==> config.mk <==
export PLATFORM = sky130hd
export DESIGN_NAME = tag_strip_router
export DESIGN_NICKNAME = d
export VERILOG_FILES = /design/src/rtl/tag_strip_pkg.sv /design/src/rtl/tag_pkt_track.sv /design/src/rtl/tag_route_cap.sv /design/src/rtl/tag_fwd_delay.sv /design/src/rtl/tag_strip_router.sv
export SDC_FILE = /design/constraint.sdc
export NUM_CORES = 1
export LEC_CHECK = 0
export ABC_CLOCK_PERIOD_IN_PS = 950
export BUFFER_PORTS_ARGS = -buffer_cell sky130_fd_sc_hd__buf_2
export CORE_MARGIN = 2
export CORE_UTILIZATION = 30
export CTS_BUF_LIST = sky130_fd_sc_hd__clkbuf_16
export CTS_CLUSTER_SIZE = 10
export DETAILED_ROUTE_END_ITERATION = 7
export SYNTH_ARGS = -nofsm -noshare
export SYNTH_HDL_FRONTEND = slang
export SYNTH_SLANG_ARGS = --single-unit
==> constraint.sdc <==
create_clock -name clk -period 0.95 [get_ports clk]
set_clock_uncertainty 0.05 [all_clocks]
set_input_delay 0.0475 -clock clk [delete_from_list [all_inputs] [get_ports clk]]
set_output_delay 0.0475 -clock clk [all_outputs]
set_load 0.01 [all_outputs]
==> src/rtl/tag_strip_pkg.sv <==
package tag_strip_pkg;
  // default geometry of one hop tag
  localparam int unsigned DEF_PRE_BITS   = 2;
  localparam int unsigned DEF_ROUTE_BITS = 3;
  localparam int unsigned DEF_GUARD_BITS = 1;
endpackage

==> src/rtl/tag_pkt_track.sv <==
module tag_pkt_track #(
  parameter int unsigned STRIP   = 6,
  parameter int unsigned RT_LAST = 4,
  parameter int unsigned CW      = 3
) (
  input  logic          clk,
  input  logic          rst_n,
  input  logic          in_valid,
  output logic [CW-1:0] idx,
  output logic          start_pulse,
  output logic          short_pulse
);
  localparam logic [CW-1:0] IDX_SAT  = CW'(STRIP);
  localparam logic [CW-1:0] IDX_LAST = CW'(RT_LAST);

  logic          prev_v_q, prev_v_d;
  logic [CW-1:0] cnt_q, cnt_d;
  logic          start_q, start_d;
  logic          short_q, short_d;

  always_comb begin
    prev_v_d = in_valid;
    if (!in_valid)             cnt_d = '0;
    else if (cnt_q == IDX_SAT) cnt_d = cnt_q;
    else                       cnt_d = cnt_q + 1'b1;
    start_d = in_valid & ~prev_v_q;
    short_d = ~in_valid & prev_v_q & (cnt_q <= IDX_LAST);
  end

  always_ff @(posedge clk or negedge rst_n) begin
    if (!rst_n) begin
      prev_v_q <= 1'b0;
      cnt_q    <= '0;
      start_q  <= 1'b0;
      short_q  <= 1'b0;
    end else begin
      prev_v_q <= prev_v_d;
      cnt_q    <= cnt_d;
      start_q  <= start_d;
      short_q  <= short_d;
    end
  end

  assign idx         = cnt_q;
  assign start_pulse = start_q;
  assign short_pulse = short_q;
endmodule

==> src/rtl/tag_route_cap.sv <==
module tag_route_cap #(
  parameter int unsigned RT_FIRST = 2,
  parameter int unsigned RT_BITS  = 3,
  parameter int unsigned CW       = 3
) (
  input  logic               clk,
  input  logic               rst_n,
  input  logic               in_valid,
  input  logic               in_bit,
  input  logic [CW-1:0]      idx,
  output logic [RT_BITS-1:0] ctrl
);
  localparam logic [CW-1:0] IDX_LAST = CW'(RT_FIRST + RT_BITS - 1);

  logic [RT_BITS-2:0] shd_q, shd_d;
  logic [RT_BITS-1:0] ctrl_q, ctrl_d;

  always_comb begin
    shd_d = shd_q;
    for (int k = 0; k < int'(RT_BITS) - 1; k++) begin
      if (in_valid && (idx == CW'(RT_FIRST + k))) shd_d[k] = in_bit;
    end
    if (!in_valid)               ctrl_d = '0;
    else if (idx == IDX_LAST)    ctrl_d = {in_bit, shd_q};
    else                         ctrl_d = ctrl_q;
  end

  always_ff @(posedge clk or negedge rst_n) begin
    if (!rst_n) begin
      shd_q  <= '0;
      ctrl_q <= '0;
    end else begin
      shd_q  <= shd_d;
      ctrl_q <= ctrl_d;
    end
  end

  assign ctrl = ctrl_q;
endmodule

==> src/rtl/tag_fwd_delay.sv <==
module tag_fwd_delay #(
  parameter int unsigned DEPTH = 6
) (
  input  logic clk,
  input  logic rst_n,
  input  logic take,
  input  logic in_bit,
  output logic out_valid,
  output logic out_bit
);
  logic [DEPTH-1:0] v_q, v_d;
  logic [DEPTH-1:0] b_q, b_d;

  always_comb begin
    v_d = {v_q[DEPTH-2:0], take};
    b_d = {b_q[DEPTH-2:0], in_bit & take};
  end

  always_ff @(posedge clk or negedge rst_n) begin
    if (!rst_n) begin
      v_q <= '0;
      b_q <= '0;
    end else begin
      v_q <= v_d;
      b_q <= b_d;
    end
  end

  assign out_valid = v_q[DEPTH-1];
  assign out_bit   = b_q[DEPTH-1];
endmodule

==> src/rtl/tag_strip_router.sv <==
module tag_strip_router #(
  parameter int unsigned PRE_BITS   = tag_strip_pkg::DEF_PRE_BITS,
  parameter int unsigned ROUTE_BITS = tag_strip_pkg::DEF_ROUTE_BITS,
  parameter int unsigned GUARD_BITS = tag_strip_pkg::DEF_GUARD_BITS
) (
  input  logic                  clk,
  input  logic                  rst_n,
  input  logic                  in_valid,
  input  logic                  in_bit,
  output logic                  pkt_start,
  output logic                  fwd_valid,
  output logic                  fwd_bit,
  output logic [ROUTE_BITS-1:0] route_ctrl,
  output logic                  short_err
);
  localparam int unsigned RT_FIRST = PRE_BITS;
  localparam int unsigned RT_LAST  = PRE_BITS + ROUTE_BITS - 1;
  localparam int unsigned STRIP    = PRE_BITS + ROUTE_BITS + GUARD_BITS;
  localparam int unsigned CW       = $clog2(STRIP + 1);
  localparam logic [CW-1:0] IDX_SAT = CW'(STRIP);

  // reset asserted asynchronously, released on the clock
  logic rst_meta_q, rst_core_n;
  always_ff @(posedge clk or negedge rst_n) begin
    if (!rst_n) begin
      rst_meta_q <= 1'b0;
      rst_core_n <= 1'b0;
    end else begin
      rst_meta_q <= 1'b1;
      rst_core_n <= rst_meta_q;
    end
  end

  logic [CW-1:0] idx;
  logic          take;

  tag_pkt_track #(.STRIP(STRIP), .RT_LAST(RT_LAST), .CW(CW)) u_track (
    .clk(clk), .rst_n(rst_core_n), .in_valid(in_valid),
    .idx(idx), .start_pulse(pkt_start), .short_pulse(short_err)
  );

  tag_route_cap #(.RT_FIRST(RT_FIRST), .RT_BITS(ROUTE_BITS), .CW(CW)) u_cap (
    .clk(clk), .rst_n(rst_core_n), .in_valid(in_valid), .in_bit(in_bit),
    .idx(idx), .ctrl(route_ctrl)
  );

  assign take = in_valid & (idx == IDX_SAT);

  tag_fwd_delay #(.DEPTH(STRIP)) u_dly (
    .clk(clk), .rst_n(rst_core_n), .take(take), .in_bit(in_bit),
    .out_valid(fwd_valid), .out_bit(fwd_bit)
  );
endmodule

# Word level (Yosys, flattened, before mapping)
# Cells that the tools add are included.
# op_classes
n_addsub	1
mul	0
n_div	0
order_cmp	1
n_eq_ne	6
n_shift	0
mux	4
bitwise	7
n_reduce_logical	2
# op_table
op	count
2-to-1 mux 3 bit	4
equality test 3 x 2 -> 1 bit, second input constant	2
equality test 3 bit, second input constant	2
bitwise AND 1 bit	5
adder 3 x 1 -> 3 bit, second input constant	1
<= comparator 3 bit, second input constant	1
logical AND 1 bit	2
!= test 2 x 1 -> 1 bit, second input constant	1
!= test 2 bit, second input constant	1
inverter 1 bit	2
# totals
register_bits	25
latch_bits	0
mem_bits_rw	0
mem_bits_ro	0
input_bits	4
output_inout_bits	7
mem_count	0

# Depth between registers and ports, before layout
# Gate-level depths: netlist of run 1.
# logic_depth
ltp_word	3
ltp_mapped	5

# Cells and area by module
# From an unflattened synthesis of run 1, not the netlist that was laid out.
# unflattened
hier_cells	60
hier_area_um2	877.1
# by_module_without_submodules
module	instances	cells_each	area_each_um2	seq_area_each_um2
tag_fwd_delay	1	13	306.5	300.3
tag_pkt_track	1	24	269.0	150.1
tag_route_cap	1	19	237.7	125.1
tag_strip_router	1	4	63.8	50.0

# Worst setup path before layout of run 1
# No wires, ideal clock.
# synth_path
path_kind	register to register
from	reg u_track.cnt_q[0], in the netlist u_track.idx[0]
to	reg u_cap.shd_q[1]
setup_time_ps	125
arrival_time_ps	1111
required_time_ps	775
path_slack_ps	-336
stages_incl_launch_ff	5
n_path_buf	0
path_cell_list	dfrtp_1 > ha_1 > ha_1 > nand2_1 > mux2_2
# synth_via
elab_chain_len	2
# synth_rtl
element	line	text
start, declared	tag_pkt_track.sv:17	logic [CW-1:0] cnt_q, cnt_d;
start signal, assigned	tag_pkt_track.sv:38	cnt_q <= cnt_d;
equality test 3 x 2 -> 1 bit	tag_route_cap.sv:21	if (in_valid && (idx == CW'(RT_FIRST + k))) shd_d[k] = in_bit;
logical AND 1 bit	tag_route_cap.sv:21	
end signal, assigned	tag_route_cap.sv:30	shd_q <= '0;
end signal, assigned	tag_route_cap.sv:33	shd_q <= shd_d;
end, declared	tag_route_cap.sv:15	logic [RT_BITS-2:0] shd_q, shd_d;
# Every way passes these cells.
# A chain may end at the register's enable or synchronous reset.

# Worst setup path in the final report of run 1
# layout_path
from	reg u_track.cnt_q[1], in the netlist u_track.idx[1]
to	reg u_cap.shd_q[1]
# The elaborated chain is that of the path after synthesis.

==> impl_metrics.yaml, run 1 <==
place:
  placed_cell_area_sq_um: 1040
  dp_slack_ns: -0.333
  place_hpwl_um: 944
  placedCellCount: 106
  gp_congestion: 0.747
  portBuffers: 10
detailed_routing:
  drtIter0Drc: 6
  vias_per_cell: 4.38
  vias: 491
  wl_per_cell_um: 11.9
  dr.pass1.iters: 3
  wl_um: 1340
  antenna_left: 0
  drc: 0
job:
  cap_violations: 0
power:
  p_seq_share_pct: 50.1
  p_int_mw: 1.87
  p_clk_share_pct: 37.1
  p_sw_share_pct: 21.1
  leakage_nw: 0.585
  switching_power_mw: 0.500
  powerDensity_nw_per_um2: 1990
  vdd_drop_max_v: 0.00130
  combPwrFrac_pct: 12.8
critical_path:
  critical_path_depth: 4
  cp_slowest_stage_delay_ns: 0.45
  cp-end-kind: "flop"
  path_common_cell: "ha_4"
  rr_worst_depth: 4
  start_kind: "flop"
  cp_data_arrival_time_ns: 1.37
  crit_chain: "ha_4 -> ha_4 -> nand2_2 -> mux2_4"
  cpLargestDelayFamily: "flip-flops"
  cp_max_fo: 4
  cp_slowest_cell: "dfrtp_2"
  path_buf_inv: 0
  critPathKind: "flop to flop"
  required_ns: 1.04
synth:
  ys_warn_count: 0
  yosys_register_bits: 25
  yosysUniqueCellTypes: 18
  synth_cells: 60
  ys_top_cells_by_area: "dfrtp_1 72%, ha_1 5.7%, a21bo_2 3.4%"
  synth.largest_area_cell: "dfrtp_1"
  synth_area_sq_um: 875
  yosysTopAreaCellShare_pct: 71.5
  syn_avg_cell_area_sq_um: 14.6
  synth-seq-area-share_pct: 71.5
  synthesis.nets: 68
floorplan:
  start_util_pct: 31.7
  core_region_area_sq_um: 2760
  die_h_um: 58.0
  fp.dieW_um: 58.0
  rows: 19
  die_area_sq_um: 3360
  pin_count: 11
clock_tree:
  postCtsSetupBuffers: 0
  cts_tree: "yes"
  cts_buffers: 3
  worstSkewPairLatency_ns: 0.25
  h-tree-depth: 1
  clock_sinks: 25
  clockBufferDepth: 2
  cts-root-buf: "clkbuf_16"
  clkSlewWorstSetupHoldPaths_ns: 0.06
layout:
  fin_util_pct: 43.2
  finalNetCount: 90
  layout_commonest_cell: "dfrtp_1"
  final_cell_mix: "23 x dfrtp_1, 10 x buf_2, 5 x nand3_1, 5 x buf_4, 4 x ha_4"
  syn2layout_area_growth_pct: 36.2
  fillers: 244
  drive_above_1_share_pct: 48.1
  post-route-cell-area_sq_um: 1190
  stdcell_count: 112
  diodes: 0
sta:
  max_freq_ghz: 0.778
  hold_ws_ns: 0.0470
  slew_violations: 0
  period_share_pct: 135
  period_needed_ns: 1.29
  rsz0062_at_grt: "true"
  setup_violations: 11
  timing.final.ws_setup_ns: -0.336
  hold_viol: 0
global_routing:
  grt_usage_pct: 9.13
  grt_pass1_vias: 483
  grt_pass1_wl_um: 2180
  grt_max_degree: 24
  grt_overflow: 0
  antenna_found_initial: 0
min_path:
  whs_path_depth: 2
  hold_class: "input port to flop"
status:
  status: "finished, violations left"
  violations: "setup timing"
[worst reg2reg max path, stage by stage (launching register included)]
cell and delay [ns]:
dfrtp_2 0.45, ha_4 0.18, ha_4 0.14, nand2_2 0.06, mux2_4 0.29
[cells in the mapped netlist]
master and instances:
nand3b_1 1, conb_1 1, ha_1 4, nor2_1 1, mux2_2 1, nand2_1 2, and3_2 1, a21o_2 1
inv_1 4, dfrtp_1 25, nand3_1 5, and2_1 1, buf_6 1, a21bo_1 1, a21oi_1 6, a21bo_2 3
o211a_1 1, mux2_1 1
[path summary, 6_finish.rpt]
kind / startpoint / to / slack, ns
worst min-delay path: in_bit / u_dly.b_q[0]$_DFF_PN0_ / 0.05
max in group asynchronous: rst_core_n$_DFF_PN0_ / u_track.idx[0]$_DFFE_PN0P_ / 0.44
worst max-delay path: u_track.idx[1]$_DFFE_PN0P_ / u_cap.shd_q[1]$_DFFE_PN0P_ / -0.34
min in group asynchronous: rst_n / rst_core_n$_DFF_PN0_ / 0.06
worst min register to register: rst_core_n$_DFF_PN0_ / u_dly.v_q[0]$_DFF_PN0_ / 0.17
worst max register to register: u_track.idx[1]$_DFFE_PN0P_ / u_cap.shd_q[1]$_DFFE_PN0P_ / -0.34
[registers in the layout, indices dropped and copies added (netlist names)]
name	flops
rst_core_n	1
rst_meta_q	1
u_cap.ctrl	3
u_cap.shd_q	2
u_dly.b_q	6
u_dly.v_q	6
u_track.idx	3
u_track.prev_v_q	1
u_track.short_pulse	1
u_track.start_pulse	1
[power by group through the flow]
| stage | combinational (mW) | sequential (mW) | clock (mW) |
|---|---|---|---|
| after CTS | 0.268 | 1.18 | 0.915 |
| after global placement | 0.250 | 1.19 | 0 |
| after floorplan | 0.150 | 1.21 | 0 |
| final | 0.305 | 1.19 | 0.881 |
| after detailed placement | 0.261 | 1.20 | 0 |
| after global routing | 0.335 | 1.20 | 0.957 |
[metal layers]
layer	global-route usage (%)	vias up	wire length, um
met5	0	-	0
met4	4.98	0	20
met3	4.02	2	70
met2	14.3	11	623
met1	10.5	235	622
li1	-	243	-
[cells by family after synthesis]
group	share of synthesized area (%)
flip-flops	71.5
multiplexers	2.57
AND/OR/NAND/NOR	6.58
other	0.429
adder cells (fa/ha/maj)	5.72
buffers and inverters	3.00
AO/OA/AOI/OAI	10.2
[through the flow]
step,TNS [ns],total power [mW]
floorplan,-1.58,1.36
global placement,-2.21,1.44
detailed placement,-2.51,1.46
CTS,-2.56,2.36
global route,-2.91,2.49
finish,-2.46,2.37
[timing repair]
| action | 4_1_cts | 5_1_grt |
|---|---|---|
| hold buffers | 2 | 0 |
| pin swaps | 1 | 2 |
| gates resized for setup | 1 | 10 |
| setup endpoints to repair | 11 | 11 |
| hold endpoints to repair | 3 | 0 |
[area by class of cell]
cell class              instances  area [sq um]  share of cell area, %
clock inverters                 1          3.75                  0.315
inverters                       4          17.5                   1.47
well taps                      31          38.8                   3.26
multi-input cells              30           300                   25.2
flip-flops and latches         25           628                   52.7
clock buffers                   3          75.1                   6.30
repair buffers                 18           128                   10.7
Power figures use the tool's default switching activity.
==> run 2: changes to the inputs <==
ABC_AREA = 1   (was not set)
==> run 2 against run 1 <==
Effect of this change: largest cell class unchanged; routed wire length is 9.6% lower; hold slack worse by 0.038 ns; utilization is 1.1 points lower; global-route usage is 0.24 points lower; sequential share of layout area is 1.8 points higher; critical endpoint is now u_track.idx[0]$_DFFE_PN0P_; the run still ends with setup timing left; sequential power hardly changed; synthesized cell count is 15% higher.
==> impl_metrics.yaml, run 2 <==
synth:
  yosys_register_bits: 25
  synth_area_sq_um: 863
  ys_warn_count: 0
  yosysUniqueCellTypes: 13
  synth-seq-area-share_pct: 72.5
  synth_edf_count: 0
  synth_commonest_cells: "25 x dfrtp_1, 12 x nand2_1, 7 x nand3_1"
  yosysTopAreaCellShare_pct: 72.5
  synth.largest_area_cell: "dfrtp_1"
  synthesis.nets: 77
  synth_cells: 69
  yosysMostFrequentCell: "dfrtp_1"
  ys.flop_type: "dfrtp_1"
  synthArstFlopShare_pct: 100
  syn_avg_cell_area_sq_um: 12.5
  ys_top_cells_by_area: "dfrtp_1 72%, ha_1 5.8%, nand2_1 5.2%"
clock_tree:
  cts_tree: "yes"
  cts-root-buf: "clkbuf_16"
  cts_buffers: 3
  clockBufferDepth: 2
  clock_sinks: 25
  worstSkewPairLatency_ns: 0.25
  clkSlewWorstSetupHoldPaths_ns: 0.06
  h-tree-depth: 1
layout:
  finalNetCount: 97
  multi_input_area_sq_um: 270
  fin_util_pct: 42.1
  layout_commonest_cell: "dfrtp_1"
  final_cell_mix: "23 x dfrtp_1, 10 x buf_2, 9 x nand2_1"
  fillers: 245
  reg_top3: "u_dly.b_q (6), u_dly.v_q (6)"
  post-route-cell-area_sq_um: 1150
  syn2layout_area_growth_pct: 33.3
  diodes: 0
  stdcell_count: 119
  area.sequential_sq_um: 628
  drive_above_1_share_pct: 38.6
status:
  violations: "setup timing"
  status: "finished, violations left"
detailed_routing:
  wl_per_cell_um: 10.2
  vias: 526
  dr.pass1.iters: 4
  antenna_left: 0
  drtIter0Drc: 19
  vias_per_cell: 4.42
  drc: 0
  wl_um: 1210
floorplan:
  rows: 19
  fp.dieW_um: 57.6
  die_area_sq_um: 3320
  start_util_pct: 31.6
  core_region_area_sq_um: 2730
  pin_count: 11
  die_h_um: 57.6
power:
  p_int_mw: 1.81
  leakage_nw: 0.607
  vdd_drop_max_v: 0.00156
  p_sw_share_pct: 22.2
  report.power.total_mw: 2.33
  p_clk_share_pct: 38.8
  powerDensity_nw_per_um2: 2020
  switching_power_mw: 0.518
  combPwrFrac_pct: 10.6
  p_seq_share_pct: 50.6
sta:
  period_needed_ns: 1.07
  timing.final.ws_setup_ns: -0.118
  hold_viol: 0
  rsz0062_at_grt: "true"
  max_freq_ghz: 0.936
  period_share_pct: 112
  setup_violations: 10
  slew_violations: 0
place:
  gp_congestion: 0.768
  place_hpwl_um: 849
  placed_cell_area_sq_um: 997
  placedCellCount: 113
  dp_slack_ns: -0.175
  portBuffers: 10
critical_path:
  cp-end-kind: "flop"
  required_ns: 1.09
  critPathKind: "flop to flop"
  start_kind: "flop"
  cp_max_fo: 6
  cp_slowest_cell: "dfrtp_2"
  cp_data_arrival_time_ns: 1.21
  crit_chain: "buf_6 -> ha_4 -> nand2_4 -> nand3_1 -> nand2_1"
  cp_slowest_stage_delay_ns: 0.45
global_routing:
  grt_pass1_wl_um: 2240
  grt_max_degree: 24
  grt_overflow: 0
  antenna_found_initial: 0
  grt_usage_pct: 8.90
  grt_pass1_vias: 501
min_path:
  hold_class: "input port to flop"
job:
  cap_violations: 0
==> run 2: worst paths after layout <==
check	from	end	slack, ns	depth (start not counted)
setup / recovery	u_track.idx[1]$_DFFE_PN0P_	u_track.idx[0]$_DFFE_PN0P_	-0.12	5
hold / removal	in_bit	u_dly.b_q[0]$_DFF_PN0_	0.009	3
setup reg to reg	u_track.idx[1]$_DFFE_PN0P_	u_track.idx[0]$_DFFE_PN0P_	-0.12	5
hold reg to reg	rst_core_n$_DFF_PN0_	u_dly.v_q[0]$_DFF_PN0_	0.16	1
max in group asynchronous	rst_core_n$_DFF_PN0_	u_track.idx[1]$_DFFE_PN0P_	0.44	1
min in group asynchronous	rst_n	rst_core_n$_DFF_PN0_	0.05	2
==> run 2: power by group through the flow <==
stage          combinational [mW]  clock, mW  sequential, mW
2_1_floorplan               0.123          0            1.20
3_3_place_gp                0.194          0            1.19
3_5_place_dp                0.199          0            1.19
4_1_cts                     0.238      0.926            1.17
5_1_grt                     0.277      0.968            1.19
6_report                    0.246      0.905            1.18
==> run 2: per-layer routing <==
layer,GRT usage [%],routed length [um],vias to the layer above
met2,12.8,575,16
met5,0,0,-
met1,12.0,572,249
li1,-,-,261
met3,4.02,59,0
met4,2.99,0,0
==> run 2: cells by family after synthesis <==
family	count (synthesis)	share of synthesized area [%]
AND/OR/NAND/NOR	29	15.4
flip-flops	25	72.5
buffers and inverters	8	4.78
adder cells (fa/ha/maj)	4	5.80
AO/OA/AOI/OAI	2	1.16
other	1	0.434
==> run 2: what timing repair did <==
action | 4_1_cts | 5_1_grt
setup buffers | 1 | 0
hold buffers | 1 | 0
gates resized for setup | 5 | 8
endpoints found under the hold margin | 2 | 0
cloned | 0 | 0
setup endpoints to repair | 11 | 11
pin swaps | 4 | 4
==> run 2: stage by stage <==
stage	hold slack (ns)	setup TNS [ns]
floorplan	-0.298	-0.549
global placement	-0.217	-0.996
detailed placement	-0.215	-1.29
CTS	0.00553	-1.04
global route	0.0254	-1.54
finish	0.00907	-1.02
==> run 2: layout make-up <==
| type | count | share of cell area, % |
|---|---|---|
| clock buffers | 3 | 6.52 |
| clock inverters | 1 | 0.435 |
| inverters | 6 | 2.17 |
| multi-input cells | 36 | 23.5 |
| flip-flops and latches | 25 | 54.6 |
| well taps | 31 | 3.37 |
| repair buffers | 17 | 9.46 |
==> run 2: worst max-delay path, delay by kind of cell (launching register included) <==
kind                       cells  cell delay [ns]
buffers and inverters          1             0.13
adders and majority gates      1             0.17
DFF                            1             0.45
and+or+nand+nor                3             0.20
